## src/rtl/pep_pkg.sv

```systemverilog
// Shared constants for the packet endpoint register front end.
// Assumes a 16-bit register bus and 3-bit register select.
package pep_pkg;
    localparam int REG_W = 16;

    localparam logic [2:0] SEL_TXD   = 3'd0;
    localparam logic [2:0] SEL_CTRL  = 3'd1;
    localparam logic [2:0] SEL_RXD   = 3'd2;
    localparam logic [2:0] SEL_STAT  = 3'd3;
    localparam logic [2:0] SEL_LADDR = 3'd4;
    localparam logic [2:0] SEL_RADDR = 3'd5;
    localparam logic [2:0] SEL_IRQ   = 3'd6;

    localparam int CTL_RXEN  = 12;
    localparam int CTL_FLUSH = 15;

    localparam int ST_BUILD = 0;
    localparam int ST_SEND  = 1;
    localparam int ST_FULL  = 2;
    localparam int ST_TXERR = 3;
    localparam int ST_TMO   = 4;
    localparam int ST_DIST  = 7;
    localparam int ST_LEN   = 8;
    localparam int ST_FCNT  = 9;
    localparam int ST_CRC   = 10;
    localparam int ST_DROP  = 11;
    localparam int ST_LAST  = 12;
    localparam int ST_FIRST = 13;
    localparam int ST_AVAIL = 15;

    localparam int IRQ_EV_TX = 6;
    localparam int IRQ_EV_RX = 7;

    typedef struct packed {
        logic             first;
        logic             last;
        logic [REG_W-1:0] data;
    } rx_word_t;
endpackage

```

## src/rtl/pep_word_fifo.sv

```systemverilog
// Synchronous FIFO with occupancy count.
// Assumes DEPTH is a power of two; push only when not full, pop only when not empty.
module pep_word_fifo #(
    parameter int W     = 16,
    parameter int DEPTH = 8,
    localparam int AW   = $clog2(DEPTH),
    localparam int CW   = AW + 1
) (
    input  logic          clk,
    input  logic          rst_n,
    input  logic          push,
    input  logic [W-1:0]  wdata,
    input  logic          pop,
    output logic [W-1:0]  rdata,
    output logic [CW-1:0] count
);
    logic [W-1:0]  mem [DEPTH];
    logic [AW-1:0] wp, rp;

    // Storage write
    always_ff @(posedge clk) begin
        if (push) mem[wp] <= wdata;
    end

    // Pointer and count update
    always_ff @(posedge clk) begin
        if (!rst_n) begin
            wp    <= '0;
            rp    <= '0;
            count <= '0;
        end else begin
            if (push) wp <= wp + 1'b1;
            if (pop)  rp <= rp + 1'b1;
            count <= count + CW'(push) - CW'(pop);
        end
    end

    assign rdata = mem[rp];
endmodule

```

## src/rtl/pep_rx_check.sv

```systemverilog
// Per-packet receive checks: block counter strictly increasing and word count
// matching the byte length in header word 3. Counts words of accepted beats.
// Assumes beats arrive only while enabled; reference clears while disabled.
module pep_rx_check (
    input  logic        clk,
    input  logic        rst_n,
    input  logic        enable,
    input  logic        beat,
    input  logic        first,
    input  logic        last,
    input  logic [15:0] data,
    output logic        fc_err,
    output logic        len_err
);
    logic [15:0] wcnt;
    logic [7:0]  ref_q;
    logic [15:0] len_q;
    logic [15:0] idx;
    logic [15:0] len_now;
    logic [16:0] need;

    // Word index of the current beat and the length it must reach
    always_comb begin
        idx     = first ? 16'd0 : wcnt;
        len_now = (idx == 16'd3) ? data : len_q;
        need    = 17'd4 + ((17'(len_now) + 17'd1) >> 1);
        fc_err  = beat && (idx == 16'd2) && (data[7:0] <= ref_q);
        len_err = beat && last && ((17'(idx) + 17'd1) != need);
    end

    // Track word position, counter reference and captured length
    always_ff @(posedge clk) begin
        if (!rst_n) begin
            wcnt  <= '0;
            ref_q <= '0;
            len_q <= '0;
        end else if (!enable) begin
            wcnt  <= '0;
            ref_q <= '0;
        end else if (beat) begin
            wcnt <= last ? 16'd0 : ((idx == 16'hFFFF) ? idx : idx + 16'd1);
            if (idx == 16'd2) ref_q <= data[7:0];
            if (idx == 16'd3) len_q <= data;
        end
    end
endmodule

```

## src/rtl/pkt_endpoint_regs.sv

```systemverilog
// Register front end of a packet endpoint: transmit buffer with stream output,
// receive queue with first/last markers, sticky error status and interrupts.
// Assumes one register access per cycle and a sink/source obeying valid/ready.
module pkt_endpoint_regs
    import pep_pkg::*;
#(
    parameter int TX_DEPTH = 8,
    parameter int RX_DEPTH = 8
) (
    input  logic        clk,
    input  logic        rst_n,
    input  logic [2:0]  reg_sel,
    input  logic        wr_en,
    input  logic        rd_en,
    input  logic [15:0] wdata,
    output logic [15:0] rdata,
    output logic [15:0] tx_data,
    output logic        tx_valid,
    output logic        tx_last,
    input  logic        tx_ready,
    input  logic [15:0] rx_data,
    input  logic        rx_first,
    input  logic        rx_last,
    input  logic        rx_valid,
    output logic        rx_ready,
    input  logic [2:0]  link_err,
    output logic        irq
);
    localparam int TCW = $clog2(TX_DEPTH) + 1;
    localparam int RCW = $clog2(RX_DEPTH) + 1;
    localparam int RXW = $bits(rx_word_t);

    logic            wr_txd, wr_ctl, wr_irq, rd_rxd, rd_st;
    logic [15:0]     tx_head;
    logic [TCW-1:0]  tx_cnt, tx_idx;
    logic            tx_full, tx_empty, tx_push, tx_drop, tx_fire, tx_end;
    logic            sending, flush_go;
    logic [7:0]      tx_bc;
    logic            rx_en, rx_store, rx_pop, rx_full, rx_empty, rx_dropped;
    logic [RCW-1:0]  rx_cnt;
    rx_word_t        rx_in, rx_head;
    logic            fc_err, len_err;
    logic [15:0]     laddr, raddr, err_q, err_set, status, irq_reg;
    logic [3:0]      ie_q, irq_src;
    logic            ev_tx, ev_rx;

    // Decode register strobes
    always_comb begin
        wr_txd = wr_en && (reg_sel == SEL_TXD);
        wr_ctl = wr_en && (reg_sel == SEL_CTRL);
        wr_irq = wr_en && (reg_sel == SEL_IRQ);
        rd_rxd = rd_en && (reg_sel == SEL_RXD);
        rd_st  = rd_en && (reg_sel == SEL_STAT);
    end

    // Transmit path handshakes
    always_comb begin
        tx_full  = (tx_cnt == TCW'(TX_DEPTH));
        tx_empty = (tx_cnt == '0);
        tx_push  = wr_txd && !tx_full && !sending;
        tx_drop  = wr_txd && (tx_full || sending);
        tx_valid = sending && !tx_empty;
        tx_last  = tx_valid && (tx_cnt == TCW'(1));
        tx_fire  = tx_valid && tx_ready;
        tx_end   = tx_fire && tx_last;
        flush_go = wr_ctl && wdata[CTL_FLUSH] && !tx_empty && !sending;
        tx_data  = (tx_idx == TCW'(2)) ? {tx_head[15:8], tx_bc} : tx_head;
    end

    pep_word_fifo #(.W(16), .DEPTH(TX_DEPTH)) u_txq (
        .clk(clk), .rst_n(rst_n), .push(tx_push), .wdata(wdata),
        .pop(tx_fire), .rdata(tx_head), .count(tx_cnt)
    );

    // Send sequencing, word index and hardware block counter
    always_ff @(posedge clk) begin
        if (!rst_n) begin
            sending <= 1'b0;
            tx_idx  <= '0;
            tx_bc   <= 8'd1;
        end else begin
            if (flush_go)    sending <= 1'b1;
            else if (tx_end) sending <= 1'b0;
            if (tx_end)       tx_idx <= '0;
            else if (tx_fire) tx_idx <= tx_idx + 1'b1;
            if (tx_end) tx_bc <= tx_bc + 8'd1;
        end
    end

    // Receive path acceptance
    always_comb begin
        rx_full    = (rx_cnt == RCW'(RX_DEPTH));
        rx_empty   = (rx_cnt == '0);
        rx_ready   = !rx_en || !rx_full;
        rx_store   = rx_valid && rx_ready && rx_en;
        rx_dropped = rx_valid && !rx_en && rx_first;
        rx_pop     = rd_rxd && !rx_empty;
        rx_in      = '{first: rx_first, last: rx_last, data: rx_data};
    end

    pep_word_fifo #(.W(RXW), .DEPTH(RX_DEPTH)) u_rxq (
        .clk(clk), .rst_n(rst_n), .push(rx_store), .wdata(rx_in),
        .pop(rx_pop), .rdata(rx_head), .count(rx_cnt)
    );

    pep_rx_check u_rxchk (
        .clk(clk), .rst_n(rst_n), .enable(rx_en), .beat(rx_store),
        .first(rx_first), .last(rx_last), .data(rx_data),
        .fc_err(fc_err), .len_err(len_err)
    );

    // Collect error events for the sticky status bits
    always_comb begin
        err_set           = '0;
        err_set[ST_TXERR] = tx_drop;
        err_set[ST_TMO]   = link_err[0];
        err_set[ST_DIST]  = link_err[1];
        err_set[ST_LEN]   = len_err;
        err_set[ST_FCNT]  = fc_err;
        err_set[ST_CRC]   = link_err[2];
        err_set[ST_DROP]  = rx_dropped;
    end

    // Configuration, sticky errors and latched events
    always_ff @(posedge clk) begin
        if (!rst_n) begin
            rx_en <= 1'b0;
            laddr <= '0;
            raddr <= '0;
            err_q <= '0;
            ie_q  <= '0;
            ev_tx <= 1'b0;
            ev_rx <= 1'b0;
        end else begin
            if (wr_ctl) rx_en <= wdata[CTL_RXEN];
            if (wr_en && reg_sel == SEL_LADDR) laddr <= wdata;
            if (wr_en && reg_sel == SEL_RADDR) raddr <= wdata;
            if (wr_irq) ie_q <= wdata[3:0];
            err_q <= (rd_st ? 16'd0 : err_q) | err_set;
            ev_tx <= tx_end | (ev_tx & ~(wr_irq & wdata[IRQ_EV_TX]));
            ev_rx <= (rx_store & rx_last) | (ev_rx & ~(wr_irq & wdata[IRQ_EV_RX]));
        end
    end

    // Status word, interrupt word and interrupt line
    always_comb begin
        status           = err_q;
        status[ST_BUILD] = !sending && !tx_empty;
        status[ST_SEND]  = sending;
        status[ST_FULL]  = tx_full;
        status[ST_LAST]  = !rx_empty && rx_head.last;
        status[ST_FIRST] = !rx_empty && rx_head.first;
        status[ST_AVAIL] = !rx_empty;
        irq_src          = {!rx_empty, ev_rx, ev_tx, tx_empty && !sending};
        irq_reg          = {7'd0, irq_src, 1'b0, ie_q};
        irq              = |(irq_src & ie_q);
    end

    // Read data multiplexer
    always_comb begin
        unique case (reg_sel)
            SEL_CTRL:  rdata = {3'd0, rx_en, 12'd0};
            SEL_RXD:   rdata = rx_empty ? 16'd0 : rx_head.data;
            SEL_STAT:  rdata = status;
            SEL_LADDR: rdata = laddr;
            SEL_RADDR: rdata = raddr;
            SEL_IRQ:   rdata = irq_reg;
            default:   rdata = 16'd0;
        endcase
    end
endmodule

```

## config.mk

```make
export PLATFORM = sky130hd
export DESIGN_NAME = pkt_endpoint_regs
export DESIGN_NICKNAME = d
export VERILOG_FILES = /design/src/rtl/pep_pkg.sv /design/src/rtl/pep_word_fifo.sv /design/src/rtl/pep_rx_check.sv /design/src/rtl/pkt_endpoint_regs.sv
export SDC_FILE = /design/constraint.sdc
export NUM_CORES = 1
export LEC_CHECK = 0
export BUFFER_PORTS_ARGS = -buffer_cell sky130_fd_sc_hd__buf_2
export CORE_MARGIN = 10
export CORE_UTILIZATION = 28
export CTS_BUF_LIST = sky130_fd_sc_hd__clkbuf_4 sky130_fd_sc_hd__clkbuf_8
export CTS_CLUSTER_DIAMETER = 200
export DETAILED_ROUTE_END_ITERATION = 6
export GPL_TIMING_DRIVEN = 0
export PLACE_DENSITY = 0.41
export SETUP_SLACK_MARGIN = 0.15
export SLEW_MARGIN = 10
export SYNTH_ARGS = -nofsm -noshare
export SYNTH_HDL_FRONTEND = slang
export SYNTH_HIERARCHICAL = 1
export SYNTH_SLANG_ARGS = --single-unit
```

## constraint.sdc

```tcl
create_clock -name clk -period 4.1 [get_ports clk]
set_input_delay 0.41 -clock clk [delete_from_list [all_inputs] [get_ports clk]]
set_output_delay 0.41 -clock clk [all_outputs]
set_load 0.02 [all_outputs]
```

==> results_tabular.tex, run 1 <==
\begin{tabular}{lr}
\hline
Metric & Value \\
\hline
\multicolumn{2}{l}{\textbf{Final layout}} \\
\quad Area taken by multi-input logic gates & between 0.007 and 0.008 mm\^{}2 \\
\quad Most frequent standard cell in the layout excluding fill and tap cells & sky130\_fd\_sc\_hd\_\_edfxtp\_1 \\
\quad Register area & between 0.01 and 0.015 mm\^{}2 \\
\quad Area growth from synthesis to layout & 19.2\% \\
\quad Fin nets & 1608 \\
\quad Filler cell count & about 6.4k \\
\quad Commonest cells after routing, fill and taps aside & sky130\_fd\_sc\_hd\_\_edfxtp\_1, sky130\_fd\_sc\_hd\_\_nand2\_1, sky130\_fd\_sc\_hd\_\_dfxtp\_1, sky130\_fd\_sc\_hd\_\_buf\_2, sky130\_fd\_sc\_hd\_\_clkbuf\_8 \\
\quad Cell Count, Final, Fillers Out & 2453 \\
\quad Fraction of layout cells with a size suffix above 1 & around 23\% \\
\multicolumn{2}{l}{\textbf{Setup path}} \\
\quad R2r startpoint & u\_rxchk/wcnt[1] \\
\quad Launching element of the worst setup path & rx\_first \\
\quad Type of element capturing the critical path & flip-flop \\
\quad Required @ worst endpoint & about 4.6 ns \\
\quad Endpoint arrival time on the critical path & $\sim$4.3 ns \\
\quad Largest fanout on the critical path & 16 \\
\quad Startpoint type of the worst setup path & primary input \\
\quad Critical path start-end classification & primary input to flip-flop \\
\quad Cells on worst reg2reg path & 17 \\
\multicolumn{2}{l}{\textbf{Status}} \\
\quad Status & complete, no violations \\
\multicolumn{2}{l}{\textbf{Logic synthesis}} \\
\quad Mean cell area of the mapped netlist & 13.5 um\^{}2 \\
\quad Net count after synthesis & 1428 \\
\quad Largest cells by area after synthesis & sky130\_fd\_sc\_hd\_\_edfxtp\_1, sky130\_fd\_sc\_hd\_\_dfxtp\_1, sky130\_fd\_sc\_hd\_\_mux4\_1 \\
\quad Post-Syn Instances & between 1k and 1.5k \\
\quad Unique masters post-synth & 89 \\
\quad Cell type contributing the most total cell area after synthesis & sky130\_fd\_sc\_hd\_\_edfxtp\_1 \\
\quad Share of synthesized area occupied by flip-flops and latches & 58.3\% \\
\quad Async set-reset flop share out of synthesis & 0\% \\
\quad Post-synth EDFFs & 272 \\
\quad Area share of the largest cell type after synthesis & 44.6\% \\
\quad Dominant synthesized flop cell & sky130\_fd\_sc\_hd\_\_edfxtp\_1 \\
\quad Cell Area, Synth & 0.0183 mm\^{}2 \\
\quad Count of state elements after synthesis & 397 \\
\quad Syn. warnings & 6 \\
\multicolumn{2}{l}{\textbf{Floorplanning}} \\
\quad Die outline height & between 200 and 300 um \\
\quad Number of placed I/O pins & 82 \\
\quad Die Footprint & around 0.076 mm\^{}2 \\
\quad Die W & 276 um \\
\quad Starting utilization of the core area & 28.3\% \\
\quad Area of the core & 0.0646 mm\^{}2 \\
\quad Number of core rows & 93 \\
\multicolumn{2}{l}{\textbf{GRT}} \\
\quad Leftover overflow at the end of global routing & 0 \\
\quad Vias in the first global route & 11.9k \\
\quad Pin count of the biggest net entering global routing & 19 \\
\quad Number of antenna violations at the first check in global routing & 4 \\
\quad Wire length of the first global-routing pass & roughly 78000 um \\
\quad GRT Overall Usage & 13.8\% \\
\multicolumn{2}{l}{\textbf{Clock tree}} \\
\quad Clock sink total & 397 \\
\quad Max clock buf depth & 3 \\
\quad Clock-pin slew of the registers on the worst-case setup and hold paths & 0.06 ns \\
\quad H-Tree Depth & 3 \\
\quad CTS root buffer & sky130\_fd\_sc\_hd\_\_clkbuf\_8 \\
\quad Num CTS Buffers & 76 \\
\quad Clock tree from TritonCTS & yes \\
\quad Insertion delay of the later-clocked pin in the worst-skew pair & 0.66 ns \\
\multicolumn{2}{l}{\textbf{Placement}} \\
\quad Number of port buffers & 79 \\
\quad Global placement routability congestion & 0.840 \\
\quad Placed cell count & 2302 \\
\quad Half-perimeter wire length after detailed placement & 36600 um \\
\multicolumn{2}{l}{\textbf{Timing}} \\
\quad Clock Skew & 0.0344 ns \\
\quad Setup-violating endpoint count in the final report & 0 \\
\quad Achievable frequency & between 0.2 and 0.3 GHz \\
\quad Fraction of the cycle the final worst path needs & around 91\% \\
\quad Final max-slew violation count & 0 \\
\quad Total negative slack for setup checks & 0 ns \\
\quad Worst max-slew margin expressed relative to the limit & 37.3\% \\
\quad Clock period minus worst slack & between 3 and 4 ns \\
\quad Setup repair after global routing missed its margin & false \\
\quad Final count of hold timing violations & 0 \\
\quad Worst-margin pin slew & between 0.9 and 1 ns \\
\multicolumn{2}{l}{\textbf{Detailed routing}} \\
\quad First-pass iteration count of the detailed router & 5 \\
\quad Violation count after the first detailed-routing iteration & 724 \\
\quad Wire length after detailed routing & 52600 um \\
\quad Drt via density & 4.79 \\
\quad Remaining design rule violation count & 0 \\
\quad Total via count after detailed routing & 11.7k \\
\quad DRT antenna net count & 0 \\
\quad Average wire per cell in the routed design & 21.4 um \\
\multicolumn{2}{l}{\textbf{Power and ir drop}} \\
\quad Power density over cell area & 400 mW/mm\^{}2 \\
\quad Standby leakage power & approximately 7.4 nW \\
\quad Final Power & 8.73 mW \\
\quad Peak supply drop & 0.178 mV \\
\multicolumn{2}{l}{\textbf{Flow run}} \\
\quad MaxCap Viol Count & 0 \\
\multicolumn{2}{l}{\textbf{Hold path}} \\
\quad Start point of the worst min-delay path & rx\_data[0] \\
\quad WHS Path Cells & 1 \\
\quad Kind of path behind the tightest hold check & primary input to flip-flop \\
\hline
\end{tabular}
[repair_timing]
action	4_1_cts	5_1_grt
endpoints found under the setup margin	2	1
buffers inserted	2	3
pin swaps	1	6
resized for setup	8	18
hold buffers	4	0
hold endpoints to repair	7	0
[power breakdown]
group	leakage [nW]	internal, mW	switching, mW
logic	3.07	0.109	0.253
clock network	0.853	2.30	1.75
registers	3.46	4.30	0.0178
[final cells by class]
cell class,count,share of cell area (%)
antenna,2,0.0229
buffer,67,1.72
sequential,397,48.9
inverter,38,0.654
clock buffer,119,6.53
multi-input combinational,852,33.4
clock inverter,21,0.751
tap,855,4.90
timing repair buffer,102,3.08
[Yosys cell counts (all sizes together), types with 4 or more instances]
master / number
edfxtp: 272
nand3: 30
a211oi: 4
and3: 16
nor4: 15
o21ai: 27
xor2: 25
nor2: 75
a21boi: 41
inv: 36
and2: 12
nor3b: 7
mux2: 45
a22o: 10
buf: 32
dfxtp: 125
mux4: 68
xnor2: 37
mux2i: 46
a31oi: 5
nor3: 21
nor2b: 20
or3: 6
ha: 26
o211ai: 8
a21oi: 49
a22oi: 6
nand4b: 4
a221o: 5
clkbuf: 35
nand2: 158
nand4: 17
nand3b: 4
nand2b: 20
[worst max-delay path, stage by stage]
cell	delay, ns
sky130_fd_sc_hd__buf_4	0.23
sky130_fd_sc_hd__clkbuf_4	0.27
sky130_fd_sc_hd__buf_2	0.28
sky130_fd_sc_hd__nor2b_2	0.08
sky130_fd_sc_hd__ha_1	0.18
sky130_fd_sc_hd__clkbuf_4	0.18
sky130_fd_sc_hd__and2_1	0.21
sky130_fd_sc_hd__a41o_4	0.27
sky130_fd_sc_hd__buf_6	0.16
sky130_fd_sc_hd__buf_6	0.15
sky130_fd_sc_hd__o21ai_1	0.19
sky130_fd_sc_hd__ha_2	0.31
sky130_fd_sc_hd__xor2_1	0.16
sky130_fd_sc_hd__nor3_1	0.21
sky130_fd_sc_hd__nand4_1	0.19
sky130_fd_sc_hd__nor4_2	0.41
sky130_fd_sc_hd__a31oi_4	0.19
sky130_fd_sc_hd__a21oi_2	0.13
sky130_fd_sc_hd__nor2b_1	0.05
[through the flow]
stage | cell area (um^2) | hold slack [ns] | util [%] | worst slack [ns]
final | 21800 | 0.0620 | 33.8 | 0.353
after global routing | 21800 | 0.0397 | 33.8 | 0.143
after CTS | 21700 | 0.00644 | 33.6 | 0.0534
after detailed placement | 20000 | 0.458 | 31.0 | -1.48
after global placement | 19800 | 0.454 | 30.6 | -1.46
after floorplan | 18300 | 0.435 | - | 0.229
[final timing paths]
path | to | slack (ns)
setup reg to reg | err_q[8] | 0.41
setup / recovery | err_q[8] | 0.35
hold reg to reg | laddr[3] | 0.46
hold / removal | u_rxq/mem[2][0] | 0.06
[state kept, by name, indices dropped and copies added, names as in the netlist, 8 cells and up, named ones only]
| register | cells |
|---|---|
| raddr | 16 |
| u_rxchk/len_q | 16 |
| u_rxchk/wcnt | 16 |
| u_txq/mem | 128 |
| laddr | 16 |
| u_rxchk/ref_q | 8 |
| tx_bc | 8 |
| u_rxq/mem | 144 |
[logic make-up after synthesis]
| logic type | Yosys count | synth area share, % |
|---|---|---|
| buffers and inverters | 105 | 2.75 |
| muxes | 159 | 15.0 |
| adders and majority gates | 28 | 2.00 |
| and+or+nand+nor | 414 | 11.7 |
| AOI/OAI and AO/OA | 189 | 7.22 |
| DFF | 397 | 58.3 |
| xor gates and xnor gates | 62 | 3.01 |
[per-layer routing]
layer | global-route usage, % | vias up | part of all wire, %
li1 | - | 5521 | -
met1 | 18.5 | 5899 | 47
met2 | 22.5 | 249 | 47
met3 | 2.75 | 73 | 4.3
met4 | 3.96 | 2 | 1.8
met5 | 0 | - | 0.025
No activity file was read; power rests on OpenSTA's default activity.
==> run 2: changes to the inputs <==
--- a/config.mk
+++ b/config.mk
@@ -5,7 +5,8 @@
 export SDC_FILE = /design/constraint.sdc
 export NUM_CORES = 1
 export LEC_CHECK = 0
-export BUFFER_PORTS_ARGS = -buffer_cell sky130_fd_sc_hd__buf_2
+export BUFFER_PORTS_ARGS = -buffer_cell sky130_fd_sc_hd__clkbuf_2
+export CAP_MARGIN = 20
 export CORE_MARGIN = 10
 export CORE_UTILIZATION = 28
 export CTS_BUF_LIST = sky130_fd_sc_hd__clkbuf_4 sky130_fd_sc_hd__clkbuf_8
@@ -17,5 +18,4 @@
 export SLEW_MARGIN = 10
 export SYNTH_ARGS = -nofsm -noshare
 export SYNTH_HDL_FRONTEND = slang
-export SYNTH_HIERARCHICAL = 1
 export SYNTH_SLANG_ARGS = --single-unit
==> results_tabular.tex, run 2 <==
\begin{tabular}{lr}
\hline
Metric & Value \\
\hline
\multicolumn{2}{l}{\textbf{Status}} \\
\quad Status & complete, no violations \\
\multicolumn{2}{l}{\textbf{Timing}} \\
\quad Final max-slew violation count & 0 \\
\quad Final count of hold timing violations & 0 \\
\quad Clock Skew & 0.0379 ns \\
\quad Setup repair after global routing missed its margin & true \\
\quad Clock period minus worst slack & between 3 and 4 ns \\
\quad Achievable frequency & between 0.2 and 0.3 GHz \\
\quad Setup-violating endpoint count in the final report & 0 \\
\quad Worst max-slew margin expressed relative to the limit & 35.9\% \\
\quad Fraction of the cycle the final worst path needs & roughly nine tenths \\
\quad Worst-margin pin slew & around 0.96 ns \\
\quad Final critical-path setup slack & approximately 0.35 ns \\
\multicolumn{2}{l}{\textbf{Setup path}} \\
\quad Endpoint arrival time on the critical path & between 3 and 4 ns \\
\quad Startpoint type of the worst setup path & flip-flop \\
\quad R2r startpoint & u\_rxq.count[2] \\
\quad Worst reg2reg setup slack & $\sim$0.52 ns \\
\quad Required @ worst endpoint & 3.69 ns \\
\quad Critical path start-end classification & flip-flop to output port \\
\quad Largest fanout on the critical path & 10 \\
\quad Type of element capturing the critical path & output port \\
\multicolumn{2}{l}{\textbf{Detailed routing}} \\
\quad First-pass iteration count of the detailed router & 7 \\
\quad Drt via density & 4.70 \\
\quad Remaining design rule violation count & 0 \\
\quad Total via count after detailed routing & 11.6k \\
\quad Violation count after the first detailed-routing iteration & 695 \\
\quad Average wire per cell in the routed design & 21.2 um \\
\quad Wire length after detailed routing & 52500 um \\
\quad DRT antenna net count & 0 \\
\multicolumn{2}{l}{\textbf{Power and ir drop}} \\
\quad Cell Int Power & $\sim$6.7 mW \\
\quad Power density over cell area & around 410 mW/mm\^{}2 \\
\quad Standby leakage power & roughly 7.2 nW \\
\quad Switching power summed over all nets & 2.03 mW \\
\quad Switching part of the total power & $\sim$23\% \\
\quad Peak supply drop & 0.214 mV \\
\quad Reg power frac & about half \\
\quad Comb pwr share & 4.3\% \\
\quad Final Power & 8.72 mW \\
\quad Clock network power share & 46.2\% \\
\multicolumn{2}{l}{\textbf{Hold path}} \\
\quad Kind of path behind the tightest hold check & primary input to flip-flop \\
\quad Start point of the worst min-delay path & rx\_data[0] \\
\multicolumn{2}{l}{\textbf{Clock tree}} \\
\quad Clock-pin slew of the registers on the worst-case setup and hold paths & $\sim$0.060 ns \\
\quad Num CTS Buffers & 74 \\
\quad Clock tree from TritonCTS & yes \\
\quad CTS root buffer & sky130\_fd\_sc\_hd\_\_clkbuf\_8 \\
\quad Clock sink total & slightly below 400 \\
\quad Max clock buf depth & 3 \\
\quad H-Tree Depth & 3 \\
\quad Insertion delay of the later-clocked pin in the worst-skew pair & 0.65 ns \\
\multicolumn{2}{l}{\textbf{GRT}} \\
\quad Number of antenna violations at the first check in global routing & 5 \\
\quad Pin count of the biggest net entering global routing & 19 \\
\quad GRT Overall Usage & 14.0\% \\
\quad Wire length of the first global-routing pass & roughly 79000 um \\
\quad Vias in the first global route & 12.0k \\
\quad Leftover overflow at the end of global routing & 0 \\
\multicolumn{2}{l}{\textbf{Final layout}} \\
\quad Area growth from synthesis to layout & 19.0\% \\
\quad Fraction of layout cells with a size suffix above 1 & about 22\% \\
\quad Largest registers & u\_rxq.mem (144), u\_txq.mem (128) \\
\quad Fin nets & 1649 \\
\quad Flip-flop count of the largest register after layout & 144 \\
\quad Most frequent standard cell in the layout excluding fill and tap cells & sky130\_fd\_sc\_hd\_\_edfxtp\_1 \\
\quad Commonest cells after routing, fill and taps aside & sky130\_fd\_sc\_hd\_\_edfxtp\_1, sky130\_fd\_sc\_hd\_\_nand2\_1, sky130\_fd\_sc\_hd\_\_dfxtp\_1, sky130\_fd\_sc\_hd\_\_clkbuf\_2, sky130\_fd\_sc\_hd\_\_clkbuf\_8 \\
\quad Most flop-heavy register & u\_rxq.mem \\
\multicolumn{2}{l}{\textbf{Logic synthesis}} \\
\quad Post-synth EDFFs & 272 \\
\quad Cell Area, Synth & 0.0180 mm\^{}2 \\
\quad Mean cell area of the mapped netlist & 13.0 um\^{}2 \\
\quad Net count after synthesis & roughly 1.5k \\
\quad Unique masters post-synth & 66 \\
\quad Top-count cell post-synth & sky130\_fd\_sc\_hd\_\_edfxtp\_1 \\
\quad Cell type contributing the most total cell area after synthesis & sky130\_fd\_sc\_hd\_\_edfxtp\_1 \\
\quad Share of synthesized area occupied by flip-flops and latches & 59.3\% \\
\quad Largest cells by area after synthesis & sky130\_fd\_sc\_hd\_\_edfxtp\_1, sky130\_fd\_sc\_hd\_\_dfxtp\_1, sky130\_fd\_sc\_hd\_\_mux4\_2 \\
\quad Async set-reset flop share out of synthesis & 0\% \\
\quad Post-Syn Instances & 1385 \\
\quad Count of state elements after synthesis & 397 \\
\quad Syn. warnings & 0 \\
\quad Dominant synthesized flop cell & sky130\_fd\_sc\_hd\_\_edfxtp\_1 \\
\quad Area share of the largest cell type after synthesis & 45.4\% \\
\quad Most used standard cells in the synthesized netlist & sky130\_fd\_sc\_hd\_\_edfxtp\_1, sky130\_fd\_sc\_hd\_\_nand2\_1, sky130\_fd\_sc\_hd\_\_dfxtp\_1, sky130\_fd\_sc\_hd\_\_mux4\_2, sky130\_fd\_sc\_hd\_\_nor2\_1 \\
\multicolumn{2}{l}{\textbf{Floorplanning}} \\
\quad Number of placed I/O pins & 82 \\
\quad Number of core rows & 92 \\
\quad Die W & 273 um \\
\quad Starting utilization of the core area & between 20\% and 30\% \\
\quad Die outline height & 273 um \\
\quad Die Footprint & 0.0748 mm\^{}2 \\
\quad Area of the core & 0.0633 mm\^{}2 \\
\multicolumn{2}{l}{\textbf{Placement}} \\
\quad Half-perimeter wire length after detailed placement & 37800 um \\
\quad Worst slack at placement & -0.485 ns \\
\quad Global placement routability congestion & 0.803 \\
\quad Number of port buffers & 80 \\
\multicolumn{2}{l}{\textbf{Flow run}} \\
\quad MaxCap Viol Count & 0 \\
\hline
\end{tabular}
run 2: metal layers:
layer / GRT usage (%) / share of wire (%) / vias to the layer above
li1: - / - / 5535
met1: 18.0 / 45 / 5766
met2: 23.3 / 48 / 256
met3: 3.23 / 4.6 / 76
met4: 4.19 / 2.3 / 2
met5: 0 / 0.021 / -
run 2: critical path: stages, from the launching register on:
cell                              delay [ns]
sky130_fd_sc_hd__dfxtp_1                0.31
sky130_fd_sc_hd__clkbuf_2               0.29
sky130_fd_sc_hd__clkdlybuf4s15_2        0.53
sky130_fd_sc_hd__mux4_2                 0.56
sky130_fd_sc_hd__a211oi_1               0.33
sky130_fd_sc_hd__o221ai_1               0.37
sky130_fd_sc_hd__clkbuf_2               0.27
run 2: stage by stage:
| step | utilization, % | hold slack [ns] | instances | setup TNS [ns] | area, um^2 |
|---|---|---|---|---|---|
| after floorplan | - | 0.440 | 1385 | 0 | 18000 |
| after global placement | 30.7 | 0.450 | 2311 | -200.81 | 19400 |
| after detailed placement | 31.3 | 0.457 | 2338 | -0.485 | 19800 |
| after CTS | 33.8 | 0.0181 | 2476 | 0 | 21400 |
| after global routing | 33.8 | 0.0371 | 2477 | 0 | 21400 |
| final | 33.8 | 0.0751 | 2477 | 0 | 21400 |
run 2: path summary, 6_finish.rpt:
path                                         to  cells after the start
worst max register to register  u_rxq.mem[2][4]                     11
worst max-delay path                   rdata[8]                      6
worst min register to register         raddr[7]                      2
worst min-delay path            u_rxq.mem[1][0]                      1
run 2: cell type report:
class	count	area [um^2]
sequential	397	10700
timing repair buffer	110	704
fill	6357	41900
inverter	36	135
antenna	1	2.50
multi-input combinational	875	6950
tap	846	1060
clock inverter	28	231
clock buffer	107	1320
buffer	77	340
run 2: power by group through the flow:
| stage | clock, mW | sequential, mW | combinational [mW] |
|---|---|---|---|
| 2_1_floorplan | 0 | 4.39 | 0.189 |
| 6_report | 4.03 | 4.31 | 0.376 |
| 3_3_place_gp | 0 | 4.40 | 0.380 |
| 5_1_grt | 4.34 | 4.31 | 0.418 |
| 4_1_cts | 4.17 | 4.31 | 0.386 |
| 3_5_place_dp | 0 | 4.40 | 0.383 |
run 2: cell families (layout without fill, tap and decap cells):
logic type,count (synthesis),in the layout,share of synthesized area (%)
muxes,145,145,12.9
other,0,1,0
buffers and inverters,113,358,2.53
and+or+nand+nor,427,427,11.9
DFF,397,397,59.3
adders and majority gates,32,32,2.31
AOI/OAI and AO/OA,199,199,7.48
xor gates and xnor gates,72,72,3.51
run 2: timing repair:
action | in CTS | in global routing
resized for setup | 5 | 11
hold buffers | 3 | 0
cloned | 0 | 0
setup buffers | 0 | 0
hold endpoints to repair | 3 | 0
setup endpoints to repair | 10 | 3
